$ cat config.mk
export PLATFORM = sky130hd
export DESIGN_NAME = backoff_timer
export DESIGN_NICKNAME = d
export VERILOG_FILES = /design/src/rtl/backoff_pkg.sv /design/src/rtl/backoff_law.sv /design/src/rtl/backoff_counter.sv /design/src/rtl/backoff_timer.sv
export SDC_FILE = /design/constraint.sdc
export NUM_CORES = 1
export LEC_CHECK = 0
export ABC_AREA = 1
export BUFFER_PORTS_ARGS = -buffer_cell sky130_fd_sc_hd__buf_2
export CAP_MARGIN = 20
export CORE_MARGIN = 2
export CORE_UTILIZATION = 55
export CTS_CLUSTER_DIAMETER = 80
export DETAILED_ROUTE_END_ITERATION = 7
export GPL_ROUTABILITY_DRIVEN = 0
export PLACE_DENSITY_LB_ADDON = 0.2
export SYNTH_ARGS = -nofsm -noshare
export SYNTH_HDL_FRONTEND = slang
export SYNTH_HIERARCHICAL = 1
export SYNTH_SLANG_ARGS = --single-unit
export TNS_END_PERCENT = 30
$ cat constraint.sdc
create_clock -name clk -period 2.35 [get_ports clk]
set_clock_uncertainty 0.1 [all_clocks]
set_input_delay 0 -clock clk [delete_from_list [all_inputs] [get_ports clk]]
set_output_delay 0 -clock clk [all_outputs]
set_load 0.05 [all_outputs]
$ cat src/rtl/backoff_pkg.sv
// Package: shared widths and the constants of the backoff law.
// Assumes: the defaults keep 5 << 9 inside REM_W bits.
package backoff_pkg;
    localparam int unsigned CNT_W     = 8;     // width of the attempt count
    localparam int unsigned REM_W     = 12;    // width of the seconds counter
    localparam int unsigned BASE_SEC  = 5;     // wait after the first failure
    localparam int unsigned EXP_LIMIT = 10;    // attempt count at which doubling stops
    localparam int unsigned CAP_SEC   = 2560;  // absolute ceiling on the wait

    // Control priority decided at the top level.
    typedef enum logic [1:0] {
        CTL_IDLE   = 2'd0,
        CTL_CANCEL = 2'd1,
        CTL_LOAD   = 2'd2,
        CTL_STEP   = 2'd3
    } ctl_e;
endpackage

$ cat src/rtl/backoff_law.sv
// Module: backoff_law
// Purely combinational. Turns an attempt count into a wait in seconds:
// zero for no attempts, otherwise BASE doubled (min(a,LIMIT)-1) times,
// then held to CAP.
// Assumes: BASE << (LIMIT-1) fits in 32 bits.
module backoff_law #(
    parameter int unsigned CNT_W     = 8,
    parameter int unsigned REM_W     = 12,
    parameter int unsigned BASE_SEC  = 5,
    parameter int unsigned EXP_LIMIT = 10,
    parameter int unsigned CAP_SEC   = 2560
) (
    input  logic [CNT_W-1:0] attempts,
    output logic [REM_W-1:0] wait_sec
);
    localparam logic [31:0] LIMIT32 = 32'(EXP_LIMIT);
    localparam logic [31:0] CAP32   = 32'(CAP_SEC);
    localparam logic [31:0] BASE32  = 32'(BASE_SEC);

    logic [31:0] att32;
    logic [31:0] clamped;
    logic [31:0] raw;
    logic [31:0] capped;

    // Limit the exponent, shift the base and apply the ceiling.
    always_comb begin
        att32   = 32'(attempts);
        clamped = (att32 > LIMIT32) ? LIMIT32 : att32;
        if (clamped == 32'd0) begin
            raw = 32'd0;
        end else begin
            raw = BASE32 << (clamped - 32'd1);
        end
        capped   = (raw > CAP32) ? CAP32 : raw;
        wait_sec = capped[REM_W-1:0];
    end

    // The ceiling must survive the narrowing to REM_W bits.
    always_comb begin
        AST_LAW_CAP: assert (32'(wait_sec) <= CAP32);
    end
endmodule

$ cat src/rtl/backoff_counter.sv
// Module: backoff_counter
// Holds the seconds counter and the lock flag. Priority is
// cancel > load > step.
// Assumes: step is at most one pulse per clock, and load_val <= CAP_SEC.
module backoff_counter #(
    parameter int unsigned REM_W   = 12,
    parameter int unsigned CAP_SEC = 2560
) (
    input  logic             clk,
    input  logic             rst_n,
    input  backoff_pkg::ctl_e ctl,
    input  logic [REM_W-1:0] load_val,
    output logic [REM_W-1:0] remaining,
    output logic             locked
);
    import backoff_pkg::*;

    localparam logic [REM_W-1:0] ONE = REM_W'(1);

    logic [REM_W-1:0] rem_q;
    logic             lock_q;

    // Seconds counter: zeroed, reloaded or stepped down.
    always_ff @(posedge clk) begin
        if (!rst_n) begin
            rem_q <= '0;
        end else begin
            unique case (ctl)
                CTL_CANCEL: rem_q <= '0;
                CTL_LOAD:   rem_q <= load_val;
                CTL_STEP:   if (rem_q != '0) rem_q <= rem_q - ONE;
                default:    rem_q <= rem_q;
            endcase
        end
    end

    // Lock flag: set by a non-zero load, cleared by cancel or by the final step.
    always_ff @(posedge clk) begin
        if (!rst_n) begin
            lock_q <= 1'b0;
        end else begin
            unique case (ctl)
                CTL_CANCEL: lock_q <= 1'b0;
                CTL_LOAD:   lock_q <= (load_val != '0);
                CTL_STEP:   if (rem_q == ONE) lock_q <= 1'b0;
                default:    lock_q <= lock_q;
            endcase
        end
    end

    assign remaining = rem_q;
    assign locked    = lock_q;

    AST_LOCK_TRACKS: assert property (@(posedge clk) disable iff (!rst_n)
        locked == (remaining != '0));

    AST_NO_OVERFLOW: assert property (@(posedge clk) disable iff (!rst_n)
        32'(remaining) <= 32'(CAP_SEC));

    AST_STEP_DOWN: assert property (@(posedge clk) disable iff (!rst_n)
        (ctl == CTL_STEP && remaining != '0) |=> remaining == $past(remaining) - ONE);

    AST_HOLD: assert property (@(posedge clk) disable iff (!rst_n)
        (ctl == CTL_IDLE) |=> $stable(remaining));

    AST_LAST_TICK: assert property (@(posedge clk) disable iff (!rst_n)
        (ctl == CTL_STEP && remaining == ONE) |=> !locked);

    AST_CANCEL: assert property (@(posedge clk) disable iff (!rst_n)
        (ctl == CTL_CANCEL) |=> (remaining == '0 && !locked));
endmodule

$ cat src/rtl/backoff_timer.sv
// Module: backoff_timer (top)
// Lockout timer for failed attempts. Captures the attempt count on start,
// works out the capped exponential wait and counts it down on one-second
// ticks. Arbitration: clear > start > tick.
// Assumes: start, clear and tick are one-cycle pulses synchronous to clk.
module backoff_timer #(
    parameter int unsigned CNT_W     = backoff_pkg::CNT_W,
    parameter int unsigned REM_W     = backoff_pkg::REM_W,
    parameter int unsigned BASE_SEC  = backoff_pkg::BASE_SEC,
    parameter int unsigned EXP_LIMIT = backoff_pkg::EXP_LIMIT,
    parameter int unsigned CAP_SEC   = backoff_pkg::CAP_SEC
) (
    input  logic             clk,
    input  logic             rst_n,
    input  logic             start,
    input  logic             clear,
    input  logic             tick,
    input  logic [CNT_W-1:0] fail_count,
    output logic             locked,
    output logic [REM_W-1:0] remaining,
    output logic [CNT_W-1:0] held_attempts
);
    import backoff_pkg::*;

    ctl_e             ctl;
    logic [REM_W-1:0] wait_sec;
    logic [CNT_W-1:0] held_q;

    // Arbitrate the three controls into a single command.
    always_comb begin
        if (clear)      ctl = CTL_CANCEL;
        else if (start) ctl = CTL_LOAD;
        else if (tick)  ctl = CTL_STEP;
        else            ctl = CTL_IDLE;
    end

    // Keep the attempt count seen at the last start; clear zeroes it.
    always_ff @(posedge clk) begin
        if (!rst_n)      held_q <= '0;
        else if (clear)  held_q <= '0;
        else if (start)  held_q <= fail_count;
    end

    backoff_law #(
        .CNT_W(CNT_W), .REM_W(REM_W), .BASE_SEC(BASE_SEC),
        .EXP_LIMIT(EXP_LIMIT), .CAP_SEC(CAP_SEC)
    ) u_law (
        .attempts (fail_count),
        .wait_sec (wait_sec)
    );

    backoff_counter #(
        .REM_W(REM_W), .CAP_SEC(CAP_SEC)
    ) u_cnt (
        .clk       (clk),
        .rst_n     (rst_n),
        .ctl       (ctl),
        .load_val  (wait_sec),
        .remaining (remaining),
        .locked    (locked)
    );

    assign held_attempts = held_q;

    AST_CAPTURE: assert property (@(posedge clk) disable iff (!rst_n)
        (start && !clear) |=> held_attempts == $past(fail_count));

    AST_ZERO_NO_LOCK: assert property (@(posedge clk) disable iff (!rst_n)
        (start && !clear && fail_count == '0) |=> (!locked && remaining == '0));

    AST_LOCK_RISE: assert property (@(posedge clk) disable iff (!rst_n)
        (start && !clear && fail_count != '0) |=> locked);

    AST_CLEAR_WINS: assert property (@(posedge clk) disable iff (!rst_n)
        clear |=> (held_attempts == '0 && !locked));
endmodule

==> flow_metrics.py <==
metrics = {
    "layout": {
        "drive_above_1_share": 0.2394,
        "final_cell_mix": "nand2_1, nor2_1, inv_1",
        "final_common_cell": "nand2_1",
        "diodes": 0,
        "finalNonFillerCells": 363,
        "area_growth_pct": 24.34,
        "nets": 347,
    },
    "cts": {
        "tritoncts": "yes",
        "clockBufferDepth": 2,
        "numClockSinks": 21,
        "path_clk_slew_ns": 0.14,
        "clk_latency_ns": 0.32,
        "cts_root_buf": "clkbuf_4",
        "htreeDepth": 1,
        "cts_buffers": 3,
    },
    "critical_path": {
        "cp.arrival_ns": 2.38,
        "crit_required_ns": 2.46,
        "r2r_end": "u_cnt/remaining[9]$_SDFFE_PN0P_",
        "cp_cell_sequence": "dlygate4sd3_1, a21oi_2, inv_1, nor2_2, ha_2, inv_1, nand4_1, nand2_2, nor2_4, inv_2, nand2_2, nor3_2, inv_1, nand3_1, o31ai_1, a21oi_1",
        "slowest_stage": "dlygate4sd3_1",
        "startpoint_type": "input pin",
        "cpPeakStageDelay_ns": 0.60,
        "crit_start": "fail_count[3]",
        "r2r-start": "u_cnt/remaining[0]$_SDFFE_PN0P_",
        "r2r_cells": 8,
        "path_class": "input pin to flip-flop",
        "critPathCaptureType": "flip-flop",
        "cp_common_cell": "inv_1",
        "r2r_setup_slack_ns": 0.54,
        "cp_max_fo": 5,
    },
    "placement": {
        "hpwl_um": 3154,
        "pre_cts_slack_ns": 0.1520,
        "portBuffers": 33,
        "place_inst": 341,
    },
    "yosys": {
        "seq_area_frac_synth": 0.2471,
        "synth_top_area_share": 0.2471,
        "synthCells": 277,
        "ys_ff_latch": 21,
        "netlist-cell-type-count": 32,
        "synth_area_leaders": "dfxtp_1, nand2_1, nor2_1, inv_1, a21oi_1",
        "synth_largest_area_cell": "dfxtp_1",
        "synth_nets": 293,
        "synthesis.area_um2": 1702,
        "ys_warn_count": 6,
        "syn_area_per_cell_um2": 6.143,
    },
    "global_route": {
        "overflow": 0,
        "grt_start_max_net_pins": 15,
        "antenna_found_initial": 0,
        "grt_pass1_wl_um": 7603,
        "grt_pass1_vias": 1820,
        "grt_usage": 0.2787,
    },
    "timing": {
        "max_freq_mhz": 439.5,
        "fin_crit_ns": 2.276,
        "grt_setup_unrepaired": "false",
        "timing.hold.ws_ns": 0.05430,
        "fin_setup_tns_ns": 0,
        "hold_viol": 0,
        "tightest_slew_ns": 0.3918,
        "slew_headroom": 0.7382,
        "period_share": 0.9683,
        "post-route-worst-setup-slack_ns": 0.07444,
        "finalSetupViolCount": 0,
        "slew_viol_final": 0,
    },
    "routing": {
        "avgViaCountPerCell": 5.152,
        "avgRoutedWirePerCell_um": 12.55,
        "vias": 1870,
        "antenna_left": 0,
        "dr.first_iter.drc_count": 86,
        "dr_wl_met2_um": 2472,
        "routed-wl-met3_um": 153,
        "drc_errors": 0,
        "wl_met1_um": 1880,
        "dr.max_layer_used": "met4",
        "dr.pass1.iters": 4,
        "wl_um": 4557,
    },
    "floorplanning": {
        "ioPinCount": 34,
        "die_area_um2": 3555,
        "die_w_um": 59.62,
        "start_util": 0.5667,
        "core-area_um2": 3003,
        "chipHeight_um": 59.62,
        "rows": 20,
    },
    "power_and_ir_drop": {
        "vdd.ir_drop.worst_uv": 235.8,
        "p_leak_nw": 1.063,
        "powerDensity_nw_per_um2": 502.0,
        "fin_total_pwr_w": 0.001062,
    },
    "run": {
        "cap_violations": 0,
    },
    "min_path": {
        "hold_end": "held_attempts[6]$_SDFFE_PP0P_",
        "hold_class": "input pin to flip-flop",
        "hp-start": "start",
        "min_delay_path_depth": 4,
    },
    "status": {
        "status": "finished, final reports clean",
    },
}
## synthesized netlist by cell type
| cell type | n |
|---|---|
| a21oi_1 | 18 |
| a21oi_2 | 2 |
| a21oi_4 | 1 |
| a2bb2oi_1 | 1 |
| a31oi_1 | 1 |
| buf_2 | 1 |
| buf_6 | 2 |
| clkinv_4 | 2 |
| dfxtp_1 | 21 |
| ha_1 | 3 |
| inv_1 | 33 |
| inv_2 | 7 |
| nand2_1 | 78 |
| nand2_2 | 8 |
| nand2_4 | 6 |
| nand3_1 | 10 |
| nand4_1 | 3 |
| nand4_2 | 2 |
| nand4_4 | 1 |
| nor2_1 | 45 |
| nor2_2 | 2 |
| nor2_4 | 2 |
| nor2_8 | 1 |
| nor3_1 | 3 |
| nor3_2 | 2 |
| o21ai_0 | 8 |
| o21ai_1 | 8 |
| o21bai_1 | 1 |
| o22ai_1 | 2 |
| o31ai_1 | 1 |
| xnor2_1 | 1 |
| xor2_1 | 1 |
## layout make-up
cell class                 instances  area [um^2]
fill                             276        887.1
clock inverter                     1        7.507
clock buffer                       3        22.52
tap                               33        41.29
timing repair buffer              52        357.8
multi-input combinational        211         1099
sequential                        21        420.4
inverter                          42        167.7
## critical path: cells and delay by family
family / cells / cell delay [ns]
AO/OA/AOI/OAI: 3 / 0.54
adder cells (fa/ha/maj): 1 / 0.24
buffers and inverters: 5 / 0.87
AND/OR/NAND/NOR: 7 / 0.73
## state kept, by name (all words and copies together), names as in the netlist
name / cells
held_attempts: 8
u_cnt/locked: 1
u_cnt/remaining: 12
## metrics by stage
stage | instance area (um^2) | util
2_1_floorplan | 1702 | -
3_3_place_gp | 1888 | 0.6288
3_5_place_dp | 1888 | 0.6288
4_1_cts | 2088 | 0.6954
5_1_grt | 2116 | 0.7046
6_report | 2116 | 0.7046
## layer usage
metal	track usage	up-vias
li1	-	980
met1	0.3126	842
met2	0.5338	42
met3	0.04367	6
met4	0.07937	0
met5	0	-
## worst max path at each step
stage / endpoint / slack [ns] / depth (start not counted)
after floorplan: u_cnt/remaining[8]$_SDFFE_PN0P_ / 0.48 / 8
after global placement: u_cnt/locked$_SDFFE_PN0P_ / 0.19 / 18
after detailed placement: u_cnt/locked$_SDFFE_PN0P_ / 0.15 / 18
after CTS: u_cnt/locked$_SDFFE_PN0P_ / 0.03 / 19
after global routing: u_cnt/locked$_SDFFE_PN0P_ / 0.01 / 16
final: u_cnt/locked$_SDFFE_PN0P_ / 0.07 / 16
## cell families (layout without fill, tap and decap cells)
| kind of cell | count (synthesis) | count (layout) | synth area share |
|---|---|---|---|
| flops | 21 | 21 | 0.2471 |
| simple gates | 163 | 163 | 0.4610 |
| buf+inv | 45 | 98 | 0.1147 |
| compound gates | 43 | 43 | 0.1449 |
| fa+ha+maj | 3 | 3 | 0.02206 |
| xor+xnor | 2 | 2 | 0.01030 |
## timing repair
action	4_1_cts	5_1_grt
endpoints found under the hold margin	16	0
hold buffers	17	0
endpoints found under the setup margin	0	10
setup buffers	0	3
resized for setup	0	6
## report_power, final
part           internal [W]  total, W  switching, W
Combinational      0.000145  0.000460      0.000314
Sequential         0.000382  0.000407     0.0000253
Clock             0.0000649  0.000195      0.000131
Total              0.000592   0.00106      0.000470
No activity file was read; power rests on OpenSTA's default activity.
